## src/rtl/sadc_pkg.sv

```systemverilog
package sadc_pkg;
  typedef enum logic [1:0] {
    PWR_ACTIVE = 2'b00,
    PWR_NAP    = 2'b01,
    PWR_SLEEP  = 2'b10
  } pwr_e;
endpackage

```

## src/rtl/sadc_pwr_ctrl.sv

```systemverilog
// Pulse counting, power state and reference settle model.
module sadc_pwr_ctrl
  import sadc_pkg::*;
#(
  parameter int SETTLE_EDGES = 8,
  parameter int PULSE_W      = 3
) (
  input  logic clk,
  input  logic rst_n,
  input  logic sclk_rise,
  input  logic sclk_lvl,
  input  logic conv_rise,
  input  logic frame_busy,
  output pwr_e state,
  output logic ref_ready,
  output logic enter_low
);
  localparam int SET_W = $clog2(SETTLE_EDGES + 1);
  localparam logic [PULSE_W-1:0] PULSE_MAX = '1;
  localparam logic [PULSE_W-1:0] NAP_CNT   = PULSE_W'(2);
  localparam logic [PULSE_W-1:0] SLEEP_CNT = PULSE_W'(4);
  localparam logic [SET_W-1:0]   SETTLE_LD = SET_W'(SETTLE_EDGES);

  logic [PULSE_W-1:0] pulses;
  logic [SET_W-1:0]   settle;
  logic               is_active;
  logic               go_nap;
  logic               go_sleep;

  always_comb begin
    is_active = (state == PWR_ACTIVE);
    go_nap    = sclk_rise & is_active & (pulses == NAP_CNT);
    go_sleep  = sclk_rise & is_active & (pulses == SLEEP_CNT);
    enter_low = go_nap | go_sleep;
    ref_ready = (settle == '0);
  end

  // Start edges seen with the serial clock low; any serial clock rise clears.
  always_ff @(posedge clk or negedge rst_n) begin
    if (!rst_n) begin
      pulses <= '0;
    end else if (sclk_rise) begin
      pulses <= '0;
    end else if (conv_rise && !sclk_lvl && !frame_busy && pulses != PULSE_MAX) begin
      pulses <= pulses + 1'b1;
    end
  end

  always_ff @(posedge clk or negedge rst_n) begin
    if (!rst_n) begin
      state <= PWR_ACTIVE;
    end else if (sclk_rise) begin
      if (!is_active)    state <= PWR_ACTIVE;
      else if (go_nap)   state <= PWR_NAP;
      else if (go_sleep) state <= PWR_SLEEP;
    end
  end

  // Loaded on sleep entry; counts down only on active-state serial edges,
  // so the waking edge itself does not count.
  always_ff @(posedge clk or negedge rst_n) begin
    if (!rst_n) begin
      settle <= '0;
    end else if (go_sleep) begin
      settle <= SETTLE_LD;
    end else if (sclk_rise && is_active && settle != '0) begin
      settle <= settle - 1'b1;
    end
  end
endmodule

```

## config.mk

```make
export PLATFORM = sky130hd
export DESIGN_NAME = sadc_pwr_ctrl
export DESIGN_NICKNAME = d
export VERILOG_FILES = /design/src/rtl/sadc_pkg.sv /design/src/rtl/sadc_pwr_ctrl.sv
export SDC_FILE = /design/constraint.sdc
export NUM_CORES = 1
export LEC_CHECK = 0
export ABC_AREA = 1
export BUFFER_PORTS_ARGS = -buffer_cell sky130_fd_sc_hd__buf_2
export CORE_AREA = 2 2 39 41
export CTS_CLUSTER_DIAMETER = 200
export DETAILED_ROUTE_END_ITERATION = 8
export DIE_AREA = 0 0 41 43
export HOLD_SLACK_MARGIN = 0.03
export PLACE_DENSITY_LB_ADDON = 0.08
export SYNTH_ARGS = -nofsm -noshare
export SYNTH_HDL_FRONTEND = slang
export SYNTH_SLANG_ARGS = --single-unit
```

## constraint.sdc

```tcl
create_clock -name clk -period 1.8 [get_ports clk]
set_clock_uncertainty 0.15 [all_clocks]
set_input_delay 0 -clock clk [delete_from_list [all_inputs] [get_ports clk]]
set_output_delay 0 -clock clk [all_outputs]
set_load 0.01 [all_outputs]
```

==> results.json, run 1 <==
{
  "p_leak_uw": 0.0003733,
  "synth_seq_cells": 9,
  "final_nets": 94,
  "regArea_um2": 225.2,
  "wl_per_cell_um": 11.00,
  "crit_path_max_incr_delay_ns": 0.38,
  "row_count": 14,
  "setup_viol": 0,
  "die-height_um": 43,
  "max_slew.worst_pin.slew_ns": 0.4454,
  "dp_hpwl_um": 801.3,
  "hold_violations": 0,
  "clkLatencyLatePin_ns": 0.26,
  "clockBufferDepth": 2,
  "peakVddDrop_v": 0.0005862,
  "r2r_slack_ns": 0.33,
  "initial_utilization_pct": 39.87,
  "gr-total-overflow": 0,
  "yosysUniqueCellTypes": 17,
  "place.gp.congestion": 0.7570,
  "diodes": 0,
  "n_fill_cell": 141,
  "cp_data_arrival_time_ns": 1.37,
  "syn_avg_cell_area_um2": 8.489,
  "fin_crit_sh_pct": 84.22,
  "antenna_left": 0,
  "ys_seq_area_share_pct": 40.82,
  "rsz0062_at_grt": "no",
  "coreArea_um2": 1384,
  "setup_tns_ns": 0,
  "min_path_type": "in -> reg",
  "path_class": "reg -> out",
  "cts.sinks": 9,
  "grt_first_pass_wirelength_mm": 1.904,
  "clkTransAtPathRegs_ns": 0.06,
  "rr_startpoint": "pulses[1]$_DFFE_PN0P_",
  "p_per_area_nw_per_um2": 1269,
  "final_common_cell": "nand3_1",
  "rr_worst_depth": 7,
  "cp_cell_sequence": "inv_1, ha_1, nand2_1, a21oi_1, buf_2",
  "ys_warn_count": 0,
  "layout-area-overhead-vs-synth_pct": 23.81,
  "clock-root-buffer": "clkbuf_4",
  "grt_start_max_net_pins": 11,
  "cts_resized": 0,
  "die_w_um": 41,
  "port_buffers": 9,
  "num_vias": 464,
  "antenna_found_initial": 0,
  "min_period_ns": 1.516,
  "timing.rr.end": "pulses[1]$_DFFE_PN0P_",
  "multi_input_area_um2": 285.3,
  "placed_area_um2": 616.8,
  "drv_slew": 0,
  "slowest_stage": "dfrtp_1",
  "first_iter_violations": 7,
  "final_cell_area_um2": 683.2,
  "syn_inst": 65,
  "final_cell_mix": "13 x nand3_1, 12 x nand2_1, 11 x inv_1",
  "numCtsBuffers": 3,
  "worstPathRequired_ns": 1.65,
  "wirelength_mm": 1.078,
  "dr.pass1.iters": 4,
  "max_freq_mhz": 659.6,
  "grt_usage_pct": 17.02,
  "die-area_um2": 1763,
  "startpoint": "pulses[0]$_DFFE_PN0P_",
  "htreeDepth": 1,
  "drive_gt1_share_pct": 19.51,
  "cts_tree": "done",
  "fin_util_pct": 49.37,
  "drc": 0,
  "worst_setup_path_start_kind": "flop",
  "ioPinCount": 10,
  "vias_per_cell": 4.735,
  "maxCapViolCount": 0,
  "end_kind": "output pin",
  "status": "completed",
  "relSlewSlack_pct": 70.21,
  "hp-start": "sclk_lvl",
  "first_global_vias": 460,
  "timing.critical_path.to": "enter_low",
  "cp_max_fo": 4,
  "netlist_area_um2": 551.8,
  "syn_nets": 76
}
-- worst max-delay path: cells and delay by family, from the launching register on --
family	cells	cell delay (ns)
adders and majority gates	1	0.23
and+or+nand+nor	1	0.09
AOI/OAI and AO/OA	1	0.15
DFF	1	0.38
buffers and inverters	2	0.26
-- timing repair --
item                       in CTS  in global routing
hold endpoints to repair       15                  0
buffers inserted                0                  0
setup endpoints to repair       0                  0
hold buffers                    4                  0
-- per-layer routing --
metal / routed length, um / up-vias / global-route usage [%]
li1: - / 251 / -
met1: 520 / 204 / 21.19
met2: 506 / 7 / 23.13
met3: 37 / 2 / 7.853
met4: 14 / 0 / 10.00
met5: 0 / - / 0
-- logic make-up after synthesis --
group,synth area share (%)
flip-flops,40.82
XOR/XNOR,1.588
AO/OA/AOI/OAI,6.122
AND/OR/NAND/NOR,32.65
adder cells (fa/ha/maj),11.34
buffers and inverters,7.483
-- flip-flops by register name, summed over array words and instances, names as in the netlist --
name    cells
state       2
pulses      3
settle      4
-- stage by stage --
stage | hold slack (ns) | instances | worst slack, ns | power [uW]
5_1_grt | 0.1027 | 98 | 0.1580 | 965.3
3_5_place_dp | -0.2809 | 90 | 0.3497 | 710.9
4_1_cts | 0.05243 | 98 | 0.2831 | 878.9
3_3_place_gp | -0.2800 | 90 | 0.3709 | 702.1
6_report | 0.05750 | 98 | 0.2840 | 867.2
2_1_floorplan | -0.4456 | 65 | 0.4572 | 614.0
-- cell usage after synthesis --
cell type / n / area [um2]
nand4_4: 1 / 21.27
xor2_1: 1 / 8.760
a21oi_1: 1 / 5.000
nor2_1: 2 / 7.510
o21bai_1: 1 / 7.510
nand3_2: 1 / 10.01
ha_1: 5 / 62.56
nor2_4: 1 / 11.26
nand2_1: 12 / 45.04
dfrtp_1: 9 / 225.2
a31oi_1: 1 / 6.260
o21ai_0: 3 / 15.01
nand2_2: 1 / 6.260
nand4_1: 1 / 6.260
inv_1: 11 / 41.29
nand3_1: 13 / 65.06
nand3b_1: 1 / 7.510
-- where the power goes --
group | total, uW | internal [uW] | switching (uW) | leakage, uW
combinational | 389 | 159 | 231 | 0.000242
clock | 159 | 85.6 | 73.8 | 0.0000150
sequential | 319 | 268 | 50.2 | 0.000116
total | 867 | 513 | 355 | 0.000373
-- how the worst min path moves through the flow --
stage	end	slack, ns	depth (start not counted)
after global routing	pulses[0]$_DFFE_PN0P_	0.10	4
after global placement	state[0]$_DFFE_PN0P_	-0.28	1
after floorplan	pulses[0]$_DFFE_PN0P_	-0.45	0
final	pulses[2]$_DFFE_PN0P_	0.06	4
after CTS	pulses[2]$_DFFE_PN0P_	0.05	4
after detailed placement	state[1]$_DFFE_PN0P_	-0.28	1
-- cell type report --
| type | count | share of cell area, % |
|---|---|---|
| Clock buffer | 4 | 3.846 |
| Inverter | 11 | 6.044 |
| Multi-Input combinational cell | 45 | 41.76 |
| Sequential cell | 9 | 32.97 |
| Tap cell | 16 | 2.930 |
| Timing Repair Buffer | 13 | 12.45 |
(Power assumes the default switching activity.)
==> run 2: changes to the inputs <==
ABC_AREA = 0   (was 1)
clock period = 1.5 ns   (was 1.8 ns; I/O delays follow)
==> run 2 against run 1 <==
  * The flow now finishes with violations (setup timing)
  * Clock-buffer cell count is the same
  * Via count grew 0.86%
  * Area after synthesis shrank 8.6%
  * Sequential power grew 9.1%
  * Power grew 18%
  * Core utilization grew 11 points
  * Critical path type is now reg -> reg
  * Largest cell class unchanged
==> results.json, run 2 <==
{
  "clkTransAtPathRegs_ns": 0.06,
  "worst_setup_path_start_kind": "flop",
  "maxCapViolCount": 0,
  "vias_per_cell": 4.825,
  "synth-main-ff-cell": "dfrtp_1",
  "switching_share_pct": 32.60,
  "rsz0062_at_grt": "yes",
  "place.gp.congestion": 0.7182,
  "clkPwrFrac_pct": 19.2,
  "max_slew.worst_pin.slew_ns": 0.4237,
  "ys_seq_area_share_pct": 44.67,
  "drive_gt1_share_pct": 48.15,
  "relSlewSlack_pct": 71.66,
  "row_count": 14,
  "die-height_um": 43,
  "final_common_cell": "buf_4",
  "status": "finished, violations left",
  "end_kind": "flop",
  "clkLatencyLatePin_ns": 0.27,
  "die-area_um2": 1763,
  "clock-root-buffer": "clkbuf_4",
  "final_cell_mix": "14 x buf_4, 9 x dfrtp_1, 8 x buf_2",
  "p_switching_uw": 333.1,
  "numCtsBuffers": 3,
  "synth_common_cells": "9 x dfrtp_1, 6 x inv_1, 5 x ha_1",
  "slowest_stage": "or4_1",
  "first_global_vias": 443,
  "regMostFlops": "settle",
  "path_buf_inv": 0,
  "grt_first_pass_wirelength_mm": 1.794,
  "min_path_type": "in -> reg",
  "synth_top_area_share_pct": 44.67,
  "antenna_left": 0,
  "diodes": 0,
  "yosysUniqueCellTypes": 20,
  "coreArea_um2": 1384,
  "top_regs": "settle x4, pulses x3, state x2",
  "wirelength_mm": 1.120,
  "placed_area_um2": 668.1,
  "syn_nets": 61,
  "cts_tree": "done",
  "startpoint": "state[0]$_DFFE_PN0P_",
  "cp_cell_sequence": "or3b_4, or4_1, a21oi_1",
  "power_frac_seq_pct": 34.1,
  "final_cell_area_um2": 830.8,
  "worstPathRequired_ns": 1.54,
  "synth.area.top_cells": "dfrtp_1 45%, ha_1 12%, inv_1 4.5%, a21oi_1 4.0%, mux2i_1 4.0%",
  "setup_viol": 9,
  "p_comb_share_pct": 46.7,
  "ioPinCount": 10,
  "gr-total-overflow": 0,
  "path_class": "reg -> reg",
  "num_vias": 468,
  "final_nets": 93,
  "timing.rr.end": "settle[2]$_DFFE_PN0P_",
  "synth_seq_cells": 9,
  "violations": "setup timing",
  "layout-area-overhead-vs-synth_pct": 64.76,
  "cp_max_fo": 8,
  "dp_hpwl_um": 790.3,
  "cpLargestDelayFamily": "simple AND/OR/NAND/NOR gates",
  "p_leak_uw": 0.0003850,
  "syn_inst": 50,
  "peakVddDrop_v": 0.0005884,
  "max_freq_mhz": 608.3,
  "fin_crit_sh_pct": 109.6,
  "grt_start_max_net_pins": 10,
  "yosysTopAreaCell": "dfrtp_1",
  "timing.critical_path.to": "settle[2]$_DFFE_PN0P_",
  "initial_utilization_pct": 36.44,
  "grt_usage_pct": 16.57,
  "ys_warn_count": 0,
  "drv_slew": 0,
  "largest_reg_flops": 4,
  "rr_worst_depth": 3,
  "hold_violations": 0,
  "netlist_area_um2": 504.2,
  "n_fill_cell": 125,
  "cts.sinks": 9,
  "cp.depth": 3,
  "p_per_area_nw_per_um2": 1230,
  "p_int_uw": 688.7,
  "min_period_ns": 1.644,
  "port_buffers": 9,
  "antenna_found_initial": 0,
  "rr_startpoint": "state[0]$_DFFE_PN0P_",
  "r2r_slack_ns": -0.14,
  "async_reset_ff_share_pct": 100.0,
  "cp_data_arrival_time_ns": 1.69,
  "wl_per_cell_um": 11.55,
  "dr.pass1.iters": 4,
  "htreeDepth": 1,
  "synth-edff-count": 0,
  "clockBufferDepth": 2,
  "holdWs_ns": 0.03388,
  "syn_avg_cell_area_um2": 10.08,
  "yosysMostFrequentCell": "dfrtp_1",
  "die_w_um": 41,
  "setup_slack_ns": -0.1439,
  "first_iter_violations": 3,
  "drc": 0,
  "crit_path_max_incr_delay_ns": 0.47
}
-- run 2: changes by cell type in the layout (fill, tap and decap cells not counted), moves of 2 or more --
cell	before	now
inv_1	11	5
a21oi_2	0	3
or4_1	0	2
ha_4	0	3
mux2i_1	0	2
buf_4	0	14
nand2_1	12	1
or3_1	0	2
nand3_1	13	0
ha_1	5	2
-- run 2: power by group through the flow --
stage | clock network, uW | logic, uW | registers, uW
after floorplan | 0 | 168 | 334
after global placement | 0 | 312 | 343
after detailed placement | 0 | 313 | 342
after CTS | 198 | 405 | 343
after global routing | 209 | 521 | 353
final | 196 | 477 | 348
-- run 2: how the worst min path moves through the flow --
stage,start,to,slack (ns),cells after the start
CTS,conv_rise,pulses[0]$_DFFE_PN0P_,0.03,4
floorplan,rst_n,pulses[0]$_DFFE_PN0P_,-0.45,0
finish,conv_rise,pulses[0]$_DFFE_PN0P_,0.03,4
global placement,rst_n,settle[3]$_DFFE_PN0P_,-0.28,1
detailed placement,rst_n,settle[1]$_DFFE_PN0P_,-0.28,1
global route,conv_rise,pulses[1]$_DFFE_PN0P_,0.06,4
-- run 2: layout make-up --
cell class              instances  area (um2)  share of cell area (%)
inverters                       6       22.52                   2.711
multi-input cells              34       330.3                   39.76
well taps                      16       20.02                   2.410
flip-flops and latches          9       225.2                   27.11
repair buffers                 28       206.4                   24.85
clock buffers                   4       26.28                   3.163
-- run 2: logic make-up (layout without fill, tap and decap cells) --
group	Yosys count	in the layout	share of synthesized area, %
multiplexers	3	3	6.203
AO/OA/AOI/OAI	9	9	9.182
buffers and inverters	7	38	6.699
flip-flops	9	9	44.67
AND/OR/NAND/NOR	16	16	19.11
XOR/XNOR	1	1	1.737
adder cells (fa/ha/maj)	5	5	12.41
-- run 2: repair_timing --
action | CTS | global route
setup buffers | 1 | 1
endpoints found under the hold margin | 14 | 0
setup endpoints to repair | 9 | 9
gates resized for setup | 8 | 6
hold buffers | 5 | 0
pin swaps | 3 | 1
cloned | 0 | 0
-- run 2: per-layer routing --
layer | GRT usage [%] | routed length, um | part of all wire (%) | vias to the layer above
met5 | 0 | 0 | 0 | -
met4 | 14.00 | 44 | 3.9 | 0
met3 | 4.712 | 46 | 4.1 | 4
met2 | 25.00 | 547 | 49 | 11
met1 | 17.73 | 480 | 43 | 216
li1 | - | - | - | 237
-- run 2: tightest hold or removal path: cells and delay by family --
| family | cells | cell delay [ns] |
|---|---|---|
| and+or+nand+nor | 2 | 0.18 |
| xor gates and xnor gates | 1 | 0.15 |
| buffers and inverters | 1 | 0.10 |
-- run 2: stage by stage --
| step | setup TNS, ns | utilization [%] | setup slack (ns) | total power [uW] | std cells |
|---|---|---|---|---|---|
| finish | -0.7838 | 60.04 | -0.1439 | 1022 | 97 |
| detailed placement | -0.8115 | 48.28 | -0.1824 | 655.1 | 86 |
| global placement | -0.8600 | 48.28 | -0.1596 | 655.0 | 86 |
| floorplan | -0.6015 | - | -0.1366 | 502.5 | 50 |
| global route | -1.295 | 60.04 | -0.1958 | 1083 | 97 |
| CTS | -0.8590 | 57.14 | -0.1455 | 946.5 | 96 |
